### config.mk
export PLATFORM = sky130hd
export DESIGN_NAME = reg_bank_ctx
export DESIGN_NICKNAME = d
export VERILOG_FILES = /design/src/rtl/rbank_pkg.sv /design/src/rtl/rbank_addr_calc.sv /design/src/rtl/rbank_ctx_ptr.sv /design/src/rtl/rbank_sram.sv /design/src/rtl/rbank_seq.sv /design/src/rtl/reg_bank_ctx.sv
export SDC_FILE = /design/constraint.sdc
export NUM_CORES = 2
export LEC_CHECK = 0
export BUFFER_PORTS_ARGS = -buffer_cell sky130_fd_sc_hd__buf_2
export CAP_MARGIN = 10
export CORE_UTILIZATION = 45
export DETAILED_ROUTE_END_ITERATION = 10
export PLACE_DENSITY_LB_ADDON = 0.12
export SLEW_MARGIN = 10
export SYNTH_ARGS = -nofsm -noshare
export SYNTH_HDL_FRONTEND = slang
export SYNTH_HIERARCHICAL = 1
export SYNTH_SLANG_ARGS = --single-unit
### constraint.sdc
create_clock -name clk -period 7 [get_ports clk]
set_clock_uncertainty 0.15 [all_clocks]
set_input_delay 1.4 -clock clk [delete_from_list [all_inputs] [get_ports clk]]
set_output_delay 1.4 -clock clk [all_outputs]
set_load 0.02 [all_outputs]
### src/rtl/rbank_pkg.sv
package rbank_pkg;

    typedef enum logic [2:0] {
        S_IDLE      = 3'd0,
        S_REG_WACK  = 3'd1,
        S_REG_RACK  = 3'd2,
        S_REG_FAULT = 3'd3,
        S_DIR_WACK  = 3'd4,
        S_DIR_RACK  = 3'd5,
        S_DIR_FAULT = 3'd6
    } seq_state_t;

endpackage

### src/rtl/rbank_addr_calc.sv
module rbank_addr_calc #(
    parameter int ADDR_W    = 12,
    parameter int OFFS_W    = 4,
    parameter int WIN_BASE  = 256,
    parameter int WIN_WORDS = 128,
    localparam int SUM_W    = ADDR_W + 1,
    localparam int IDX_W    = $clog2(WIN_WORDS)
) (
    input  logic [ADDR_W-1:0] base,
    input  logic [OFFS_W-1:0] word_offs,
    output logic [IDX_W-1:0]  word_idx,
    output logic              out_of_win
);

    localparam logic [SUM_W-1:0] WIN_LO = SUM_W'(WIN_BASE);
    localparam logic [SUM_W-1:0] WIN_HI = SUM_W'(WIN_BASE + 2 * WIN_WORDS);

    logic [SUM_W-1:0] byte_addr;
    logic [SUM_W-1:0] rel_addr;

    always_comb begin
        byte_addr  = SUM_W'(base & ~ADDR_W'(1)) + (SUM_W'(word_offs) << 1);
        out_of_win = (byte_addr < WIN_LO) || (byte_addr >= WIN_HI);
        rel_addr   = byte_addr - WIN_LO;
        word_idx   = IDX_W'(rel_addr >> 1);
    end

endmodule

### src/rtl/rbank_ctx_ptr.sv
module rbank_ctx_ptr #(
    parameter int ADDR_W   = 12,
    parameter int CP_RESET = 256
) (
    input  logic              clk,
    input  logic              rst_n,
    input  logic              load,
    input  logic [ADDR_W-1:0] load_val,
    output logic [ADDR_W-1:0] ptr
);

    localparam logic [ADDR_W-1:0] ALIGN_MASK = ~ADDR_W'(1);

    always_ff @(posedge clk or negedge rst_n) begin
        if (!rst_n) begin
            ptr <= ADDR_W'(CP_RESET) & ALIGN_MASK;
        end else if (load) begin
            ptr <= load_val & ALIGN_MASK;
        end
    end

endmodule

### src/rtl/rbank_sram.sv
module rbank_sram #(
    parameter int DATA_W = 16,
    parameter int WORDS  = 128,
    localparam int IDX_W = $clog2(WORDS)
) (
    input  logic              clk,
    input  logic              en,
    input  logic              we,
    input  logic [IDX_W-1:0]  idx,
    input  logic [DATA_W-1:0] wdata,
    output logic [DATA_W-1:0] rdata
);

    logic [DATA_W-1:0] mem [WORDS];

    always_ff @(posedge clk) begin
        if (en) begin
            if (we) begin
                mem[idx] <= wdata;
            end else begin
                rdata <= mem[idx];
            end
        end
    end

endmodule

### src/rtl/rbank_seq.sv
module rbank_seq
    import rbank_pkg::*;
(
    input  logic clk,
    input  logic rst_n,
    input  logic reg_req,
    input  logic reg_we,
    input  logic reg_oor,
    input  logic dir_req,
    input  logic dir_we,
    input  logic dir_oor,
    output logic mem_en,
    output logic mem_we,
    output logic sel_dir,
    output logic reg_done,
    output logic reg_err,
    output logic reg_rvalid,
    output logic dir_done,
    output logic dir_err,
    output logic dir_rvalid
);

    seq_state_t state_q;
    seq_state_t state_d;

    always_ff @(posedge clk or negedge rst_n) begin
        if (!rst_n) begin
            state_q <= S_IDLE;
        end else begin
            state_q <= state_d;
        end
    end

    always_comb begin
        state_d = S_IDLE;
        unique case (state_q)
            S_IDLE: begin
                if (reg_req) begin
                    state_d = reg_oor ? S_REG_FAULT : (reg_we ? S_REG_WACK : S_REG_RACK);
                end else if (dir_req) begin
                    state_d = dir_oor ? S_DIR_FAULT : (dir_we ? S_DIR_WACK : S_DIR_RACK);
                end else begin
                    state_d = S_IDLE;
                end
            end
            S_REG_WACK, S_REG_RACK, S_REG_FAULT,
            S_DIR_WACK, S_DIR_RACK, S_DIR_FAULT: state_d = S_IDLE;
            default: state_d = S_IDLE;
        endcase
    end

    always_comb begin
        mem_en     = 1'b0;
        mem_we     = 1'b0;
        sel_dir    = 1'b0;
        reg_done   = 1'b0;
        reg_err    = 1'b0;
        reg_rvalid = 1'b0;
        dir_done   = 1'b0;
        dir_err    = 1'b0;
        dir_rvalid = 1'b0;
        unique case (state_q)
            S_IDLE: begin
                if (reg_req) begin
                    mem_en = !reg_oor;
                    mem_we = reg_we && !reg_oor;
                end else if (dir_req) begin
                    sel_dir = 1'b1;
                    mem_en  = !dir_oor;
                    mem_we  = dir_we && !dir_oor;
                end
            end
            S_REG_WACK:  reg_done = 1'b1;
            S_REG_RACK: begin
                reg_done   = 1'b1;
                reg_rvalid = 1'b1;
            end
            S_REG_FAULT: begin
                reg_done = 1'b1;
                reg_err  = 1'b1;
            end
            S_DIR_WACK:  dir_done = 1'b1;
            S_DIR_RACK: begin
                dir_done   = 1'b1;
                dir_rvalid = 1'b1;
            end
            S_DIR_FAULT: begin
                dir_done = 1'b1;
                dir_err  = 1'b1;
            end
            default: ;
        endcase
    end

    // a simultaneous direct request never wins the first grant
    a_r9_reg_first: assert property (@(posedge clk) disable iff (!rst_n)
        (state_q == S_IDLE && reg_req && dir_req) |=> !dir_done);

    // each completion is a single-cycle pulse
    a_r8_done_pulse: assert property (@(posedge clk) disable iff (!rst_n)
        reg_done |=> !reg_done);

    a_r8_dir_pulse: assert property (@(posedge clk) disable iff (!rst_n)
        dir_done |=> !dir_done);

endmodule

### src/rtl/reg_bank_ctx.sv
module reg_bank_ctx #(
    parameter int DATA_W    = 16,
    parameter int ADDR_W    = 12,
    parameter int NUM_REGS  = 16,
    parameter int WIN_BASE  = 256,
    parameter int WIN_WORDS = 128,
    parameter int CP_RESET  = 256,
    localparam int REG_W    = $clog2(NUM_REGS),
    localparam int IDX_W    = $clog2(WIN_WORDS)
) (
    input  logic              clk,
    input  logic              rst_n,
    input  logic              cp_we,
    input  logic [ADDR_W-1:0] cp_wdata,
    output logic [ADDR_W-1:0] cp_value,
    input  logic              reg_req,
    input  logic              reg_we,
    input  logic [REG_W-1:0]  reg_num,
    input  logic [DATA_W-1:0] reg_wdata,
    output logic [DATA_W-1:0] reg_rdata,
    output logic              reg_done,
    output logic              reg_err,
    input  logic              dir_req,
    input  logic              dir_we,
    input  logic [ADDR_W-1:0] dir_addr,
    input  logic [DATA_W-1:0] dir_wdata,
    output logic [DATA_W-1:0] dir_rdata,
    output logic              dir_done,
    output logic              dir_err
);

    logic [IDX_W-1:0]  reg_idx;
    logic [IDX_W-1:0]  dir_idx;
    logic              reg_oor;
    logic              dir_oor;
    logic              mem_en;
    logic              mem_we;
    logic              sel_dir;
    logic              reg_rvalid;
    logic              dir_rvalid;
    logic [IDX_W-1:0]  mem_idx;
    logic [DATA_W-1:0] mem_wdata;
    logic [DATA_W-1:0] mem_rdata;

    rbank_ctx_ptr #(.ADDR_W(ADDR_W), .CP_RESET(CP_RESET)) u_ptr (
        .clk      (clk),
        .rst_n    (rst_n),
        .load     (cp_we),
        .load_val (cp_wdata),
        .ptr      (cp_value)
    );

    rbank_addr_calc #(
        .ADDR_W(ADDR_W), .OFFS_W(REG_W), .WIN_BASE(WIN_BASE), .WIN_WORDS(WIN_WORDS)
    ) u_reg_addr (
        .base       (cp_value),
        .word_offs  (reg_num),
        .word_idx   (reg_idx),
        .out_of_win (reg_oor)
    );

    rbank_addr_calc #(
        .ADDR_W(ADDR_W), .OFFS_W(1), .WIN_BASE(WIN_BASE), .WIN_WORDS(WIN_WORDS)
    ) u_dir_addr (
        .base       (dir_addr),
        .word_offs  (1'b0),
        .word_idx   (dir_idx),
        .out_of_win (dir_oor)
    );

    rbank_seq u_seq (
        .clk        (clk),
        .rst_n      (rst_n),
        .reg_req    (reg_req),
        .reg_we     (reg_we),
        .reg_oor    (reg_oor),
        .dir_req    (dir_req),
        .dir_we     (dir_we),
        .dir_oor    (dir_oor),
        .mem_en     (mem_en),
        .mem_we     (mem_we),
        .sel_dir    (sel_dir),
        .reg_done   (reg_done),
        .reg_err    (reg_err),
        .reg_rvalid (reg_rvalid),
        .dir_done   (dir_done),
        .dir_err    (dir_err),
        .dir_rvalid (dir_rvalid)
    );

    assign mem_idx   = sel_dir ? dir_idx : reg_idx;
    assign mem_wdata = sel_dir ? dir_wdata : reg_wdata;

    rbank_sram #(.DATA_W(DATA_W), .WORDS(WIN_WORDS)) u_ram (
        .clk   (clk),
        .en    (mem_en),
        .we    (mem_we),
        .idx   (mem_idx),
        .wdata (mem_wdata),
        .rdata (mem_rdata)
    );

    assign reg_rdata = reg_rvalid ? mem_rdata : '0;
    assign dir_rdata = dir_rvalid ? mem_rdata : '0;

    // an out-of-window register address never reaches the RAM as a write
    a_r6_no_fault_write: assert property (@(posedge clk) disable iff (!rst_n)
        (mem_we && !sel_dir) |-> !reg_oor);

    // the error flag only appears together with completion
    a_r6_err_with_done: assert property (@(posedge clk) disable iff (!rst_n)
        reg_err |-> reg_done);

    // direct grants only for in-window addresses
    a_r10_dir_in_window: assert property (@(posedge clk) disable iff (!rst_n)
        (mem_en && sel_dir) |-> !dir_oor);

    // the pointer holds without a load
    a_r4_cp_hold: assert property (@(posedge clk) disable iff (!rst_n)
        !cp_we |=> $stable(cp_value));

endmodule

; Word level (Yosys, flattened, before mapping)
; Memories as Yosys holds them, arrays and structs flattened. A register that Yosys moved wholly into a read port is not among the register bits.
; Cells that the tools add are included.
[classes]
mux = 29
n_addsub = 3
n_bitwise = 1
reduce_logical = 10
eq_ne = 6
order_cmp = 4
[op_table]
columns = operator, n
row1 = 16-bit two-way mux, 3
row2 = 1-bit two-way mux, 19
row3 = 8-bit by 1-bit subtractor with 8-bit output (second input constant), 2
row4 = 3-bit two-way mux, 5
row5 = 12-bit by 5-bit adder with 13-bit output, 1
row6 = 13-bit by 10-bit greater-or-equal comparator with 1-bit output (second input constant), 1
row7 = 13-bit by 9-bit < comparator with 1-bit output (second input constant), 1
row8 = 12-bit by 10-bit greater-or-equal comparator with 1-bit output (second input constant), 1
row9 = 12-bit by 9-bit < comparator with 1-bit output (second input constant), 1
row10 = 3-bit equality test (second input constant), 3
row11 = 7-bit two-way mux, 1
row12 = 3-bit by 2-bit equality test with 1-bit output (second input constant), 2
row13 = 3-bit OR reduction, 2
row14 = 3-bit by 1-bit equality test with 1-bit output (second input constant), 1
row15 = 3-bit logical NOT, 1
row16 = 1-bit logical AND, 2
row17 = 1-bit logical NOT, 2
row18 = 1-bit logical OR, 2
row19 = 2-bit two-way mux, 1
row20 = 2-bit AND reduction, 1
row21 = 1-bit inverter, 1
[word_totals]
elab_cells = 56
mem_bits_rw = 2048
reg_bits = 14
n_memories = 1
[mem_list]
columns = name, depth, width, rd, rd_ports_with_merged_regs, wr, line_no
row1 = u_ram.mem, 128, 16, 1, 1, 1, rbank_sram.sv:14  ; logic [DATA_W-1:0] mem [WORDS];

; Depth between registers and ports, before layout
[logic_depth]
ltp_word = 10
mapped_depth = 16
ltp_nobuf = 12

; Cells and area by module
; The synthesis kept the hierarchy.
[modules_own_cells]
columns = mod, cells_per_inst, n_inst, area_per_inst_um2
row1 = rbank_sram, 4771, 1, 80624.8
row2 = reg_bank_ctx, 60, 1, 493.0
row3 = rbank_ctx_ptr, 25, 1, 460.4
row4 = rbank_addr_calc at u_reg_addr, 34, 1, 267.8
row5 = rbank_seq, 24, 1, 229.0
row6 = rbank_addr_calc at u_dir_addr, 23, 1, 158.9

; Least setup slack after synthesis
; OpenSTA, ideal clock, no wires.
[synth_path]
kind = input -> register
startpoint = input reg_num[0]
endpoint = memory u_ram.mem[89][0], enable pin
path_slack_ns = 1.260
cell_stages = 12
t_arrival_ns = 5.160
path_buffers = 1
setup_time_ns = 0.430
path_cell_list = ha_1 > fa_1 > a211oi_1 > nor2_1 > nor3_1 > o31ai_2 > or2b_1 > a21oi_1 > and2_1 > clkbuf_1 > nand2_1 > nor4_1
[synth_between]
elab_cells_between_ends = 15
cone_classes = 2 x add/sub / 2 x order compare / 8 x mux / 3 x reduce/logical
[synth_rtl]
columns = element, line_no
row1 = start: declaration, reg_bank_ctx.sv:18  ; input logic [REG_W-1:0] reg_num,
row2 = 12-bit by 5-bit adder with 13-bit output (*), rbank_addr_calc.sv:22  ; byte_addr = SUM_W'(base & ~ADDR_W'(1)) + (SUM_W'(word_offs) << 1);
row3 = 13-bit by 9-bit < comparator with 1-bit output / 13-bit by 10-bit greater-or-equal comparator with 1-bit output (equally long branches), rbank_addr_calc.sv:23  ; out_of_win = (byte_addr < WIN_LO) || (byte_addr >= WIN_HI);
row4 = 1-bit logical OR (*), rbank_addr_calc.sv:23
row5 = named net reg_oor, reg_bank_ctx.sv:34  ; logic reg_oor;
row6 = 1-bit logical NOT (*), rbank_seq.sv:65  ; mem_en = !reg_oor;
row7 = 1-bit two-way mux (*), rbank_seq.sv:64  ; if (reg_req) begin
row8 = 1-bit two-way mux (*), rbank_seq.sv:62  ; unique case (state_q)
row9 = named net mem_en, reg_bank_ctx.sv:36  ; logic mem_en;
row10 = 1-bit two-way mux (*), rbank_sram.sv:17  ; if (en) begin
row11 = 1-bit two-way mux (implied by the code) (*), rbank_sram.sv:19  ; mem[idx] <= wdata;
row12 = end: declaration, rbank_sram.sv:14
; The timed path passes the listed nets; every way through them passes the cells marked *.

; Final worst setup path
[layout_path]
startpoint = input reg_num[0]
endpoint = register u_ram.rdata[15] (read register of u_ram.mem) (data pin)
[layout_between]
elab_cells_between_ends = 14
cone_classes = 2 x add/sub / 2 x order compare / 5 x mux / 1 x bitwise / 4 x reduce/logical
[layout_rtl]
columns = element, line_no
row1 = 12-bit by 5-bit adder with 13-bit output, rbank_addr_calc.sv:22
row2 = 8-bit by 1-bit subtractor with 8-bit output, rbank_addr_calc.sv:24  ; rel_addr = byte_addr - WIN_LO;
row3 = named net reg_idx[4], reg_bank_ctx.sv:32  ; logic [IDX_W-1:0] reg_idx;
row4 = 7-bit two-way mux, reg_bank_ctx.sv:91  ; assign mem_idx = sel_dir ? dir_idx : reg_idx;
row5 = named net mem_idx[4], reg_bank_ctx.sv:41  ; logic [IDX_W-1:0] mem_idx;
row6 = end: declaration, rbank_sram.sv:11  ; output logic [DATA_W-1:0] rdata
; The timed path passes the listed nets, and every way through them passes these cells.
; A chain may end at the register's enable or synchronous reset.

==> results.toml <==
[sta]
worst_pin_slew_ns = 1.20
max_freq_mhz = 174
period_share = 0.823
period_minus_slack_ns = 5.76
rsz0062_at_grt = "no"
final-hold-violation-count = 0
drv_slew = 0
slew_headroom = 0.202
setup_viol = 0
timing.setup.tns_ns = 0

[routing]
drc = 0
routed.top_layer = "met5"
wl_met1_um = 110000
vias_per_cell = 6.39
antenna_left = 0
drt-initial-drc-count = 6050
wirelength_um = 267000
vias = 50100
wl_met3_um = 25700
wl_per_cell_um = 34.0
wl_met2_um = 123000
dr.pass1.iters = 8

[synth]
synth_area_mm2 = 0.0822
ys_warn_count = 6
yosys-top-cells-area = "edfxtp_1, mux2i_1, a221oi_1"
synth_cells = 4937
synthFlopType = "edfxtp_1"
syn_nets = 5011
synthDistinctLibCells = 96
yosysSeqAreaShare = 0.758
synthArstFlopShare = 0.00674
syn_avg_cell_area_um2 = 16.7
yosys.area.top_type = "edfxtp_1"
synth_edf_count = 2064
synth_top_area_frac = 0.754
yosys_register_bits = 2078

[setup_path]
crit_type = "in -> reg"
worstRegToRegCells = 10
cp_max_fo = 18
r2r_slack_ns = 1.41
cp.required_ns = 7.32
crit_buf_inv = 3
critPathSlowestCell = "mux2_2"
slowest_delay_ns = 0.86
start_kind = "primary input"
crit_start = "reg_num[0]"
r2r-start = "u_seq/state_q[2]$_DFF_PN0_"
rr_endpoint = "u_ram/rdata[15]$_DFFE_PP_"
end_kind = "register"
arrival_ns = 6.08
path_cells = "buf_2 > ha_1 > fa_1 > a21o_2 > a21oi_1 > xnor2_1 > mux2_2 > inv_2 > nand2_1 > buf_4 > nor3b_1 > o31ai_1 > o2111ai_1"
crit_family = "compound AO/OA/AOI/OAI gates"

[pwr]
p_per_area_mw_per_mm2 = 351
peakVddDrop_uv = 244
power_mw = 33.1
power_leakage_nw = 30.5

[cts]
hold_buffers = 0
cts_tree = "done"
cts-resized-gates = 0
htreeDepth = 4
clkSinkCount = 2078
clockBufferDepth = 3
clock_latency_ns = 0.86
post_cts_buffers = 0
numCtsBuffers = 213
path_clk_slew_ns = 0.06
root_buffer = "clkbuf_16"

[job]
maxCapViolCount = 0

[final_layout]
final_nets = 5378
areaGrowthSynthToFinish_pct = 14.6
seqCellArea_mm2 = 0.0623
multiInputGateArea_mm2 = 0.0182
fill_cells = 14800
final_core_util = 0.520
stdcell_area_mm2 = 0.0943
drive_gt1_frac = 0.189

[place]
placed_area_mm2 = 0.0878
gp_congestion = 0.888
dp_hpwl_um = 165000
port_buffers = 111

[floorplan]
num_io_pins = 115
initial_utilization = 0.454
dieWidth_um = 429
die_h_um = 429
die-area_mm2 = 0.184
rows = 156
core_area_mm2 = 0.181

[status]
status = "completed"

[global_route]
grt_pass1_wl_um = 372000
antenna_found_initial = 12
gr-total-overflow = 0
grt_max_degree = 129
track_usage = 0.286
first_global_vias = 47600

[min_path]
min_path_type = "in -> async"
## how the worst max path moves through the flow
stage / to / cells after the start / slack [ns]
2_1_floorplan: u_ram/mem[89][0]$_DFFE_PP_ / 12 / 1.26
3_3_place_gp: u_ram/rdata[15]$_DFFE_PP_ / 13 / 0.56
3_5_place_dp: u_ram/rdata[15]$_DFFE_PP_ / 13 / 0.46
4_1_cts: u_ram/rdata[15]$_DFFE_PP_ / 13 / 1.37
5_1_grt: u_ram/mem[56][2]$_DFFE_PP_ / 15 / 1.27
6_report: u_ram/rdata[15]$_DFFE_PP_ / 13 / 1.24
## cells by family after synthesis
group	synth area share
xor+xnor	0.00107
compound gates	0.123
other cells	0.0000913
fa+ha+maj	0.00116
flops	0.758
mux	0.0557
buf+inv	0.0240
simple gates	0.0366
## report_power, final
part	total [mW]	internal, mW	switching, mW
Clock	10.7	5.94	4.75
Sequential	14.1	14.1	0.0243
Combinational	8.33	2.47	5.86
Total	33.1	22.5	10.6
## cell type report
cell class                      instances  area share
Timing Repair Buffer                  532      0.0454
Clock inverter                        102     0.00875
Inverter                                6    0.000319
Antenna cell                            5    0.000133
Tap cell                             2370      0.0315
Multi-Input combinational cell       2473       0.193
Clock buffer                          281      0.0597
Sequential cell                      2078       0.661
## cell usage in the layout (no fill, tap or decap), types with 66 or more instances in the layout
cell type  Yosys  layout
a211oi_1      76      76
a21oi_1      289     289
a221oi_1     244     244
a22oi_1      255     255
buf_2        172     111
buf_4         41     376
clkbuf_1     124      66
clkbuf_16      0     215
edfxtp_1    2064    2064
mux2_2       144     124
mux2i_1      230     230
nand2_1      110     109
nor2_1       266     257
o21ai_0      202     202
o22ai_1       78      78
## metrics by stage
step           hold WS, ns  setup WS [ns]  instances
6_report             0.277           1.24       7847
5_1_grt              0.271           1.27       7843
4_1_cts              0.231           1.37       7842
3_5_place_dp         0.371          0.455       7459
3_3_place_gp         0.368          0.560       7459
2_1_floorplan        0.475           1.26       4937
## state kept, by name, summed over array words and instances, names as in the netlist
name	flops
u_seq/state_q	3
u_ram/rdata	16
u_ptr/ptr	11
u_ram/mem	2048
## worst register-to-register path: stages, from the launching register on
cell,delay (ns)
dfrtp_1,0.46
or3_4,0.46
nor3b_4,0.42
buf_4,0.28
mux2_2,0.87
inv_2,0.55
nand2_1,0.49
buf_4,0.33
nor3b_1,0.08
o31ai_1,0.64
o2111ai_1,0.47
## metal layers
layer  up-vias  GRT usage
met1     26200      0.403
met2      2565      0.443
met3       429     0.0610
li1      21000          -
met4         6     0.0897
met5         -          0
## Yosys cell counts (10+ instances only)
master	count
a211o_1	39
a211oi_1	76
a21o_1	11
a21oi_1	289
a221o_1	18
a221oi_1	244
a222oi_1	11
a22o_1	16
a22oi_1	255
and2_1	38
buf_1	22
buf_2	172
buf_4	41
buf_6	21
clkbuf_1	124
dfrtp_1	13
edfxtp_1	2064
mux2_2	144
mux2_4	10
mux2i_1	230
mux4_2	22
nand2_1	110
nand3_1	13
nand3b_1	43
nand4_1	13
nor2_1	266
nor2b_1	54
o211ai_1	11
o21a_1	10
o21ai_0	202
o221ai_1	63
o22ai_1	78
o2bb2ai_1	18
Note: power is estimated with default switching activity, not from simulation.
